--- src/rtl/llc_gate_pkg.sv ---
// Shared types for the cache bank gating controller.
// Assumes: nothing beyond the enum encoding below.
package llc_gate_pkg;

    typedef enum logic [1:0] {
        ST_IDLE   = 2'd0,
        ST_DECIDE = 2'd1,
        ST_FLUSH  = 2'd2,
        ST_WAKE   = 2'd3
    } gate_state_e;

endpackage

--- src/rtl/lgc_stats.sv ---
// Interval timer and per-bank statistics capture.
// At the last cycle of every interval the running access counts, the live
// temperatures and the degradation figure are copied into snapshot
// registers. The counters restart, counting the access of that same cycle.
// Assumes: INTERVAL >= 4.
module lgc_stats #(
    parameter int NBANK    = 16,
    parameter int CNT_W    = 16,
    parameter int TEMP_W   = 8,
    parameter int DEG_W    = 8,
    parameter int INTERVAL = 1024
) (
    input  logic                     clk,
    input  logic                     rst_n,
    input  logic [NBANK-1:0]         acc_hit,
    input  logic [NBANK*TEMP_W-1:0]  temp_flat,
    input  logic [DEG_W-1:0]         perf_deg,
    output logic                     tick,
    output logic [NBANK*CNT_W-1:0]   snap_cnt_flat,
    output logic [NBANK*TEMP_W-1:0]  snap_temp_flat,
    output logic [DEG_W-1:0]         snap_deg
);
    localparam int IW = (INTERVAL > 2) ? $clog2(INTERVAL) : 1;
    localparam logic [CNT_W-1:0] CNT_MAX = '1;

    logic [IW-1:0] ivl_cnt;

    assign tick = (ivl_cnt == IW'(INTERVAL - 1));

    // Interval timer: wraps at INTERVAL-1.
    always_ff @(posedge clk) begin
        if (!rst_n)    ivl_cnt <= '0;
        else if (tick) ivl_cnt <= '0;
        else           ivl_cnt <= ivl_cnt + 1'b1;
    end

    // Captured temperature and degradation, refreshed on each boundary.
    always_ff @(posedge clk) begin
        if (!rst_n) begin
            snap_temp_flat <= '0;
            snap_deg       <= '0;
        end else if (tick) begin
            snap_temp_flat <= temp_flat;
            snap_deg       <= perf_deg;
        end
    end

    for (genvar b = 0; b < NBANK; b++) begin : g_bank
        logic [CNT_W-1:0] run_cnt;
        logic [CNT_W-1:0] snap_cnt;

        // Saturating access counter; restarts and captures on the boundary.
        always_ff @(posedge clk) begin
            if (!rst_n) begin
                run_cnt  <= '0;
                snap_cnt <= '0;
            end else if (tick) begin
                snap_cnt <= run_cnt;
                run_cnt  <= CNT_W'(acc_hit[b]);
            end else if (acc_hit[b] && run_cnt != CNT_MAX) begin
                run_cnt  <= run_cnt + 1'b1;
            end
        end

        assign snap_cnt_flat[b*CNT_W +: CNT_W] = snap_cnt;
    end

endmodule

--- src/rtl/lgc_remap.sv ---
// Remap table: one valid bit and one target index per bank.
// Entries are written one at a time and cleared all together. The lookup
// is combinational. Marks every bank that currently serves as a target.
// Assumes: set_en and clr_all are never high together.
module lgc_remap #(
    parameter int NBANK = 16,
    parameter int BW    = 4
) (
    input  logic             clk,
    input  logic             rst_n,
    input  logic             set_en,
    input  logic [BW-1:0]    set_idx,
    input  logic [BW-1:0]    set_tgt,
    input  logic             clr_all,
    input  logic [BW-1:0]    lookup_bank,
    output logic [BW-1:0]    lookup_target,
    output logic [NBANK-1:0] tgt_busy
);
    logic [NBANK-1:0] map_vld;
    logic [BW-1:0]    map_tgt [NBANK];

    // Table update: bulk clear on wake, single write after a drain.
    always_ff @(posedge clk) begin
        if (!rst_n) begin
            map_vld <= '0;
            for (int i = 0; i < NBANK; i++) map_tgt[i] <= '0;
        end else if (clr_all) begin
            map_vld <= '0;
        end else if (set_en) begin
            map_vld[set_idx] <= 1'b1;
            map_tgt[set_idx] <= set_tgt;
        end
    end

    // Redirect lookup: the original index unless the entry is valid.
    always_comb begin
        lookup_target = map_vld[lookup_bank] ? map_tgt[lookup_bank] : lookup_bank;
    end

    // Target occupancy: a bank is busy if any valid entry points at it.
    always_comb begin
        tgt_busy = '0;
        for (int j = 0; j < NBANK; j++) begin
            if (map_vld[j]) tgt_busy[map_tgt[j]] = 1'b1;
        end
    end

endmodule

--- src/rtl/lgc_pick.sv ---
// Victim and target selection from captured statistics (combinational).
// Victim: the hottest powered bank that is not a target; in clustered mode
// group leaders are excluded. Target: in clustered mode the group leader,
// otherwise the least-used powered bank other than the victim.
// Assumes: GROUP is a power of two >= 2 and divides NBANK.
module lgc_pick #(
    parameter int NBANK  = 16,
    parameter int BW     = 4,
    parameter int CNT_W  = 16,
    parameter int TEMP_W = 8,
    parameter int GROUP  = 4
) (
    input  logic [NBANK-1:0]        pg_en,
    input  logic [NBANK-1:0]        tgt_busy,
    input  logic [NBANK*CNT_W-1:0]  snap_cnt_flat,
    input  logic [NBANK*TEMP_W-1:0] snap_temp_flat,
    input  logic                    cluster_mode,
    output logic                    pick_ok,
    output logic [BW-1:0]           vic_idx,
    output logic [BW-1:0]           dst_idx
);
    localparam int GW = $clog2(GROUP);

    logic [CNT_W-1:0]  cnt_a  [NBANK];
    logic [TEMP_W-1:0] temp_a [NBANK];
    logic              vic_found;
    logic              free_found;
    logic [BW-1:0]     free_idx;
    logic [BW-1:0]     lead_idx;
    logic [TEMP_W-1:0] best_t;
    logic [CNT_W-1:0]  best_c;

    for (genvar b = 0; b < NBANK; b++) begin : g_unpack
        assign cnt_a[b]  = snap_cnt_flat[b*CNT_W +: CNT_W];
        assign temp_a[b] = snap_temp_flat[b*TEMP_W +: TEMP_W];
    end

    // Victim search: strict greater-than keeps the lowest index on ties.
    always_comb begin
        vic_found = 1'b0;
        vic_idx   = '0;
        best_t    = '0;
        for (int i = 0; i < NBANK; i++) begin
            if (pg_en[i] && !tgt_busy[i] && !(cluster_mode && (i % GROUP == 0))) begin
                if (!vic_found || temp_a[i] > best_t) begin
                    vic_found = 1'b1;
                    vic_idx   = BW'(i);
                    best_t    = temp_a[i];
                end
            end
        end
    end

    // Free-mode target search: fewest accesses, lowest index on ties.
    always_comb begin
        free_found = 1'b0;
        free_idx   = '0;
        best_c     = '0;
        for (int i = 0; i < NBANK; i++) begin
            if (pg_en[i] && BW'(i) != vic_idx) begin
                if (!free_found || cnt_a[i] < best_c) begin
                    free_found = 1'b1;
                    free_idx   = BW'(i);
                    best_c     = cnt_a[i];
                end
            end
        end
    end

    // Group leader of the victim: low index bits forced to zero.
    assign lead_idx = {vic_idx[BW-1:GW], {GW{1'b0}}};

    // Final choice by mode.
    always_comb begin
        dst_idx = cluster_mode ? lead_idx : free_idx;
        pick_ok = vic_found && (cluster_mode || free_found);
    end

endmodule

--- src/rtl/llc_gate_ctrl.sv ---
// Top of the cache bank gating controller.
// Sequences decide -> drain -> gate, or decide -> wake -> clear remap.
// Interval boundaries that arrive while busy are held until idle.
// Assumes: the migration engine answers flush_req with a one-cycle
// flush_done; cluster_mode changes only while every bank is powered.
module llc_gate_ctrl
    import llc_gate_pkg::*;
#(
    parameter int NBANK    = 16,
    parameter int GROUP    = 4,
    parameter int CNT_W    = 16,
    parameter int TEMP_W   = 8,
    parameter int DEG_W    = 8,
    parameter int INTERVAL = 1024
) (
    input  logic                       clk,
    input  logic                       rst_n,
    input  logic [NBANK-1:0]           acc_hit,
    input  logic [NBANK*TEMP_W-1:0]    temp_flat,
    input  logic [DEG_W-1:0]           perf_deg,
    input  logic [DEG_W-1:0]           deg_limit,
    input  logic                       cluster_mode,
    input  logic                       flush_done,
    input  logic [$clog2(NBANK)-1:0]   lookup_bank,
    output logic [NBANK-1:0]           pg_en,
    output logic                       flush_req,
    output logic [$clog2(NBANK)-1:0]   flush_src,
    output logic [$clog2(NBANK)-1:0]   flush_dst,
    output logic [NBANK-1:0]           stall,
    output logic [$clog2(NBANK)-1:0]   lookup_target
);
    localparam int BW      = $clog2(NBANK);
    localparam int OFF_CAP = NBANK / 2;

    gate_state_e               state;
    logic                      pending;
    logic                      tick;
    logic [NBANK*CNT_W-1:0]    snap_cnt_flat;
    logic [NBANK*TEMP_W-1:0]   snap_temp_flat;
    logic [DEG_W-1:0]          snap_deg;
    logic [NBANK-1:0]          tgt_busy;
    logic                      pick_ok;
    logic [BW-1:0]             vic_idx;
    logic [BW-1:0]             dst_idx;
    logic [BW:0]               off_cnt;
    logic                      over_budget;
    logic                      any_off;
    logic                      map_set;
    logic                      map_clr;

    lgc_stats #(
        .NBANK(NBANK), .CNT_W(CNT_W), .TEMP_W(TEMP_W),
        .DEG_W(DEG_W), .INTERVAL(INTERVAL)
    ) u_stats (
        .clk(clk), .rst_n(rst_n), .acc_hit(acc_hit), .temp_flat(temp_flat),
        .perf_deg(perf_deg), .tick(tick), .snap_cnt_flat(snap_cnt_flat),
        .snap_temp_flat(snap_temp_flat), .snap_deg(snap_deg)
    );

    lgc_remap #(.NBANK(NBANK), .BW(BW)) u_remap (
        .clk(clk), .rst_n(rst_n), .set_en(map_set), .set_idx(flush_src),
        .set_tgt(flush_dst), .clr_all(map_clr), .lookup_bank(lookup_bank),
        .lookup_target(lookup_target), .tgt_busy(tgt_busy)
    );

    lgc_pick #(
        .NBANK(NBANK), .BW(BW), .CNT_W(CNT_W), .TEMP_W(TEMP_W), .GROUP(GROUP)
    ) u_pick (
        .pg_en(pg_en), .tgt_busy(tgt_busy), .snap_cnt_flat(snap_cnt_flat),
        .snap_temp_flat(snap_temp_flat), .cluster_mode(cluster_mode),
        .pick_ok(pick_ok), .vic_idx(vic_idx), .dst_idx(dst_idx)
    );

    // Count of gated banks for the cap.
    always_comb begin
        off_cnt = '0;
        for (int i = 0; i < NBANK; i++) off_cnt = off_cnt + (BW+1)'(!pg_en[i]);
    end

    assign any_off     = (off_cnt != '0);
    assign over_budget = (snap_deg > deg_limit);
    assign map_set     = (state == ST_FLUSH) && flush_done;
    assign map_clr     = (state == ST_WAKE);

    // Stall only the receiving bank while a drain is open.
    always_comb begin
        stall = '0;
        if (flush_req) stall[flush_dst] = 1'b1;
    end

    // Deferred-boundary flag: set when a boundary passes while busy.
    always_ff @(posedge clk) begin
        if (!rst_n)                                pending <= 1'b0;
        else if (tick && state != ST_IDLE)         pending <= 1'b1;
        else if (state == ST_IDLE)                 pending <= 1'b0;
    end

    // Sequencer: decision, drain handshake, gating and wake.
    always_ff @(posedge clk) begin
        if (!rst_n) begin
            state     <= ST_IDLE;
            pg_en     <= '1;
            flush_req <= 1'b0;
            flush_src <= '0;
            flush_dst <= '0;
        end else begin
            unique case (state)
                ST_IDLE: begin
                    if (tick || pending) state <= ST_DECIDE;
                end
                ST_DECIDE: begin
                    if (over_budget) begin
                        if (any_off) begin
                            pg_en <= '1;
                            state <= ST_WAKE;
                        end else begin
                            state <= ST_IDLE;
                        end
                    end else if (pick_ok && off_cnt < (BW+1)'(OFF_CAP)) begin
                        flush_req <= 1'b1;
                        flush_src <= vic_idx;
                        flush_dst <= dst_idx;
                        state     <= ST_FLUSH;
                    end else begin
                        state <= ST_IDLE;
                    end
                end
                ST_FLUSH: begin
                    if (flush_done) begin
                        flush_req        <= 1'b0;
                        pg_en[flush_src] <= 1'b0;
                        state            <= ST_IDLE;
                    end
                end
                ST_WAKE: begin
                    state <= ST_IDLE;
                end
                default: state <= ST_IDLE;
            endcase
        end
    end

endmodule

--- config.mk ---
export PLATFORM = sky130hd
export DESIGN_NAME = llc_gate_ctrl
export DESIGN_NICKNAME = d
export VERILOG_FILES = /design/src/rtl/llc_gate_pkg.sv /design/src/rtl/lgc_stats.sv /design/src/rtl/lgc_remap.sv /design/src/rtl/lgc_pick.sv /design/src/rtl/llc_gate_ctrl.sv
export SDC_FILE = /design/constraint.sdc
export NUM_CORES = 2
export LEC_CHECK = 0
export ABC_CLOCK_PERIOD_IN_PS = 222200
export BUFFER_PORTS_ARGS = -buffer_cell sky130_fd_sc_hd__buf_2
export CAP_MARGIN = 10
export CORE_ASPECT_RATIO = 1.4
export CORE_MARGIN = 5
export CORE_UTILIZATION = 40
export DETAILED_ROUTE_END_ITERATION = 8
export MAX_ROUTING_LAYER = met4
export PLACE_DENSITY = 0.58
export SLEW_MARGIN = 10
export SYNTH_ARGS = -nofsm -noshare
export SYNTH_HDL_FRONTEND = slang
export SYNTH_SLANG_ARGS = --single-unit
export TNS_END_PERCENT = 1
--- constraint.sdc ---
create_clock -name clk -period 222.2 [get_ports clk]
set_input_delay 22.22 -clock clk [delete_from_list [all_inputs] [get_ports clk]]
set_output_delay 22.22 -clock clk [all_outputs]
set_load 0.02 [all_outputs]
# Word-level counts from Yosys, hierarchy flattened
# Memory sizes are Yosys's and may differ from the RTL's.
# Cells that the tools add are included.
# totals
reg_bits	702
n_memories	1
output_inout_bits	45
mem_bits_rw	64
inputBits	168
wordCells	712
# op_classes
n_reduce_logical	198
eq_ne	41
order_cmp	69
addsub	32
mux	293
n_bitwise	20
# memory_table
memory	words	width	read_ports	rd_ports_with_merged_regs	wr	line_no	text
u_remap.map_tgt	16	4	17	0	16	lgc_remap.sv:20	logic [BW-1:0] map_tgt [NBANK];
# op_table
op	n
two-way mux 16 bit	49
adder 16 x 1 -> 16 bit, second input constant	16
inequality test 16 bit, second input constant	16
OR 16 bit	16
two-way mux 4 bit	61
< comparator 16 bit	15
two-way mux 8 bit	29
> comparator 8 bit	16
two-way mux 1 bit	127
< comparator 4 x 5 -> 1 bit, second input constant	19
logical AND 1 bit	74
demux 1 bit (select 4 bit)	18
greater-or-equal comparator 4 x 1 -> 1 bit, second input constant	18
logical NOT 1 bit	63
adder 5 x 1 -> 5 bit	11
nonzero test 2 bit	19
logical OR 1 bit	32
inequality test 4 bit, first input constant	8
one-hot mux 16 bit (2 select lines)	1
AND 16 bit	1
inequality test 3 x 4 -> 1 bit, first input constant	4
NOT 16 bit	1
adder 10 x 1 -> 10 bit, second input constant	1
== test 10 bit, second input constant	1
24 further kinds	37

# Depth between registers and ports, before layout
# An unclocked memory read counts as a cell.
# depth
word_depth	169
mapped_depth	433
mapped_depth_nobuf	394

# Hierarchy
# From an unflattened synthesis, not the netlist that was laid out.
# hier_totals
cells_unflattened	6411
area_unflattened_um2	49683.9
# modules_own_cells
module	n_inst	area_each_um2	cells_per_inst	seq_area_each_um2
lgc_stats	1	27108.5	3362	13172.6
lgc_pick	1	15035.7	2223	0.0
lgc_remap	1	5751.8	612	2242.2
llc_gate_ctrl	1	1788.0	214	560.5

# Least setup slack after synthesis
# No wires, ideal clock.
# synth_timing
path_type	input port to flip-flop
start	input cluster_mode
end	register flush_dst[1]
required_time_ns	222.126
setup_ns	0.074
stages	409
slack_ns	135.397
t_arrival_ns	86.729
path_buffers	42
cell_sequence	clkbuf_1 -> a211oi_1 -> nand4_1 -> inv_2 -> and2_1 -> clkbuf_1 -> nand2_1 -> ha_1 -> nand2_1 -> o21a_1 -> o22ai_1 -> nor2_1 -> a211oi_2 -> clkbuf_1 -> nand2_1 -> o21ai_0 -> inv_1 -> ha_1 -> [373 not listed] -> nand3_1 -> a21oi_1 -> inv_1 -> o31a_1 -> buf_2 -> buf_2 -> o21ai_1 -> ha_1 -> and4_1 -> a21oi_1 -> a2111oi_0 -> a211oi_1 -> o21ai_0 -> or4_1 -> a21o_1 -> a31o_2 -> a21o_1 -> a31oi_1
# synth_between
elab_chain_cells	130
word_cells_on_any_way	310
cone_classes	30 x order compare; 15 x eq/ne; 179 x mux; 86 x reduce/logical
# synth_rtl
element	line_no	text
from (decl)	llc_gate_ctrl.sv:22	input logic cluster_mode,
logical NOT 1 bit	lgc_pick.sv:44	if (pg_en[i] && !tgt_busy[i] && !(cluster_mode && (i % GROUP == 0))) begin
logical AND 1 bit	lgc_pick.sv:44	
two-way mux 8 bit or two-way mux 1 bit (tied branches)	lgc_pick.sv:44	
> comparator 8 bit or logical NOT 1 bit (tied branches)	lgc_pick.sv:45	if (!vic_found || temp_a[i] > best_t) begin
logical OR 1 bit	lgc_pick.sv:45	
two-way mux 8 bit or two-way mux 1 bit (tied branches)	lgc_pick.sv:45	
two-way mux 8 bit or two-way mux 1 bit (tied branches)	lgc_pick.sv:44	
> comparator 8 bit or logical NOT 1 bit (tied branches)	lgc_pick.sv:45	
[114 not listed]	-	
< comparator 16 bit or logical NOT 1 bit (tied branches)	lgc_pick.sv:61	if (!free_found || cnt_a[i] < best_c) begin
logical OR 1 bit	lgc_pick.sv:61	
two-way mux 1 bit	lgc_pick.sv:61	
two-way mux 1 bit	lgc_pick.sv:60	if (pg_en[i] && BW'(i) != vic_idx) begin
logical OR 1 bit	lgc_pick.sv:76	pick_ok = vic_found && (cluster_mode || free_found);
logical AND 1 bit	lgc_pick.sv:76	
logical AND 1 bit	llc_gate_ctrl.sv:119	end else if (pick_ok && off_cnt < (BW+1)'(OFF_CAP)) begin
AND reduction 3 bit (no line)	-	
to (signal assigned)	llc_gate_ctrl.sv:122	flush_dst <= dst_idx;
to (decl)	llc_gate_ctrl.sv:28	output logic [$clog2(NBANK)-1:0] flush_dst,
# Several ways; a longest one is shown, not always the timed one.
# A chain may end at the register's enable or synchronous reset.

# Final worst setup path
# Same ends and word-level chain as after synthesis.

==> run_results.csv <==
group,metric,value,unit
status,status,"finished clean",
routing,drt_wl_total,159,mm
synth,synth_seq_cells,766,
setup_path,required,222800,ps
setup_path,crit_type,"in2reg",
synth,synth_top_family_by_area,"simple AND/OR/NAND/NOR gates",
place,hpwl,122,mm
sta,fin_crit_sh,42.7,%
synth,synthFlopType,"dfxtp_1",
die,chipHeight,415,um
power_and_ir_drop,power_density,9.34,mW/mm^2
sta,max_freq,0.0106,GHz
place,dp_cells,7516,
min_path,hold_path_startpoint,"u_stats.snap_deg[6]$_SDFFE_PN0P_",
synth,async_flop_share,0,%
sta,timing.slew.headroom,21.0,%
power_and_ir_drop,p_leak,20.1,nW
sta,tightest_slew,1190,ps
global_routing,grt_max_degree,222,
cells_and_area,fin_util,44.8,%
cells_and_area,fin_nets,6637,
synth,synth-simple-area-share,24.9,%
sta,holdWs,456,ps
clock_tree,clock_latency,680,ps
cells_and_area,fin_area,0.0522,sq mm
min_path,holdPathEnd,"u_stats.snap_deg[6]$_SDFFE_PN0P_",
min_path,hp-class,"reg2reg",
clock_tree,cts_setup_buffers,0,
synth,netlist.area_leader.share,29.9,%
setup_path,max_stage_delay,980,ps
synth,synthXorXnorAreaFrac,4.08,%
clock_tree,cts_sinks,766,
clock_tree,cts-root-buf,"clkbuf_16",
clock_tree,path_clk_slew,60,ps
cells_and_area,stdcell_count,7676,
clock_tree,holdBufCountCts,0,
global_routing,grt_pass1_vias,41400,
synth,synthAdderAreaFrac,10.0,%
die,die_w,300,um
synth,synth_cells,6021,
routing,drtAntennaViolNets,0,
routing,wl_per_cell,20.7,um
synth,syn_nets,6557,
sta,maxSlewViolCount,0,
place,routabilityCongestion,0.986,
setup_path,reg2reg_slack,147910,ps
setup_path,cp_data_arrival_time,95390,ps
die,io_pins,213,
routing,drtPass1Iterations,8,
sta,min_period,94780,ps
setup_path,path_max_fanout,34,
routing,drc,0,
die,core-area,0.116,sq mm
cells_and_area,final_cell_mix,"nand2_1 (1,189), dfxtp_1 (702), a21oi_1 (598)",
sta,setup_violations,0,
synth,yosysWarnings,0,
synth,avgSynthCellArea,7.80,sq um
die,initial_core_util,40.3,%
sta,hold_viol,0,
global_routing,overflow,0,
synth,ys_seq_area_share,34.0,%
clock_tree,h-tree-depth,3,
power_and_ir_drop,ir_worst_vdd,0.0000272,V
global_routing,grt.total_usage,25.3,%
setup_path,endpoint_kind,"register",
setup_path,r2r_end,"flush_dst[1]$_SDFFE_PN0P_",
cells_and_area,drive_gt1_share,8.98,%
setup_path,r2r_cells,380,
synth,synth_compound_area_share,18.1,%
place,io_buffers,212,
synth,ys_types,123,
run,cap_violations,0,
die,dieArea,0.124,sq mm
setup_path,cpMostUsedCell,"o21ai_0",
routing,vias,42700,
synth,yosysTopAreaCell,"dfxtp_1",
synth,synthTopCellsByArea,"dfxtp_1 (30%), ha_1 (9.5%), nand2_1 (9.5%), a21oi_1 (6.4%), edfxtp_1 (4.1%)",
routing,drt_iter0_drc,2672,
min_path,min_path_cells,2,
die,row_count,148,
synth,syn-cell-area,0.0470,sq mm
sta,rsz0062_at_grt,"no",
global_routing,antenna_found_initial,4,
place,placed_area,0.0493,sq mm
clock_tree,cts_tree,"done",
synth,muxShareOfSynthArea,4.25,%
clock_tree,cts_resized,0,
setup_path,crit_slowest_cell,"o31ai_4",
synth,synth-edff-count,64,
clock_tree,numCtsBuffers,83,
cells_and_area,layout_commonest_cell,"nand2_1",
sta,tns,0,ps
cells_and_area,syn2layout_area_growth,11.2,%
routing,post_drt_via_cell_ratio,5.57,
setup_path,r2r-start,"u_remap.map_tgt[14][1]$_SDFFCE_PN0P_",
global_routing,grt_pass1_wl,242,mm
clock_tree,clockBufferDepth,3,
sta,skew,29.0,ps
setup_path,critPathLaunchType,"primary input",
## worst max path at each step
stage	startpoint	to	slack [ps]	cells after the start
3_5_place_dp	cluster_mode	flush_dst[1]$_SDFFE_PN0P_	127220	382
5_1_grt	cluster_mode	flush_dst[1]$_SDFFE_PN0P_	119440	384
2_1_floorplan	cluster_mode	flush_dst[1]$_SDFFE_PN0P_	135400	409
4_1_cts	cluster_mode	flush_dst[1]$_SDFFE_PN0P_	127810	381
3_3_place_gp	cluster_mode	flush_dst[1]$_SDFFE_PN0P_	128650	380
6_report	cluster_mode	flush_dst[1]$_SDFFE_PN0P_	127420	380
## metrics by stage
stage               power (W)  setup WS (ps)
global placement     0.000341         128650
finish               0.000488         127420
CTS                  0.000491         127810
detailed placement   0.000343         127220
floorplan            0.000306         135400
global route         0.000517         119440
## cell type report
class	count	area, sq um
clock inverter	38	449
timing repair buffer	255	1420
sequential	766	16000
tap	1500	1880
fill	11900	64300
inverter	315	1190
multi-input combinational	4680	28900
clock buffer	116	2420
antenna	6	15.0
## metal layers
layer  vias to the layer above  global-route usage, %  wire length, um
li1                      21200                      -                -
met1                     20100                   28.0            62700
met2                      1096                   45.0            80300
met3                       406                   2.85             7090
met4                         0                   12.8             9160
met5                         -                      -                0
## Yosys cell counts, types with 18 or more instances
cell type / instances
o31ai_1: 27
o21ai_1: 19
nand2b_1: 94
nand2_1: 1190
nor2_1: 468
or3_1: 34
nand3_1: 162
mux2i_1: 78
and3_1: 97
o22ai_1: 69
nor4_1: 19
and2_1: 59
ha_1: 358
nand4_1: 114
edfxtp_1: 64
dfxtp_1: 702
xor2_1: 153
mux2_2: 57
a21o_1: 80
a21oi_1: 600
clkbuf_1: 236
nor3_1: 99
nor2b_1: 79
xnor2_1: 66
a211oi_1: 41
o21a_1: 51
inv_1: 311
nand3b_1: 38
o21ai_0: 282
mux4_2: 22
and4_1: 18
## worst max-delay path: cells and delay by family
family,cells,cell delay (ps)
multiplexers,12,3950
buffers and inverters,28,3730
AND/OR/NAND/NOR,110,14650
AO/OA/AOI/OAI,200,41830
adder cells (fa/ha/maj),30,8800
## logic make-up (layout without fill, tap and decap cells)
group | Yosys count | in the layout
DFF | 766 | 766
muxes | 162 | 162
and+or+nand+nor | 2544 | 2544
AOI/OAI and AO/OA | 1383 | 1383
buffers and inverters | 575 | 724
other | 0 | 6
xor gates and xnor gates | 219 | 219
adders and majority gates | 372 | 372
## state kept, by name, indices dropped and copies added, names as in the netlist
| name | count |
|---|---|
| u_stats.g_bank.run_cnt | 256 |
| pending | 1 |
| u_remap.map_vld | 16 |
| state | 2 |
| flush_dst | 4 |
| u_remap.map_tgt | 64 |
| u_stats.snap_deg | 8 |
| flush_src | 4 |
| u_stats.snap_temp_flat | 128 |
| u_stats.ivl_cnt | 10 |
| pg_en | 16 |
| flush_req | 1 |
| u_stats.g_bank.snap_cnt | 256 |
## report_power, final
group	leakage (nW)	total, W	internal, W	switching, W
clock network	1.42	0.000147	0.0000860	0.0000606
logic	12.4	0.000199	0.0000737	0.000125
registers	6.27	0.000143	0.000140	0.00000219
total	20.1	0.000488	0.000300	0.000188
Note: power is estimated with default switching activity, not from simulation.
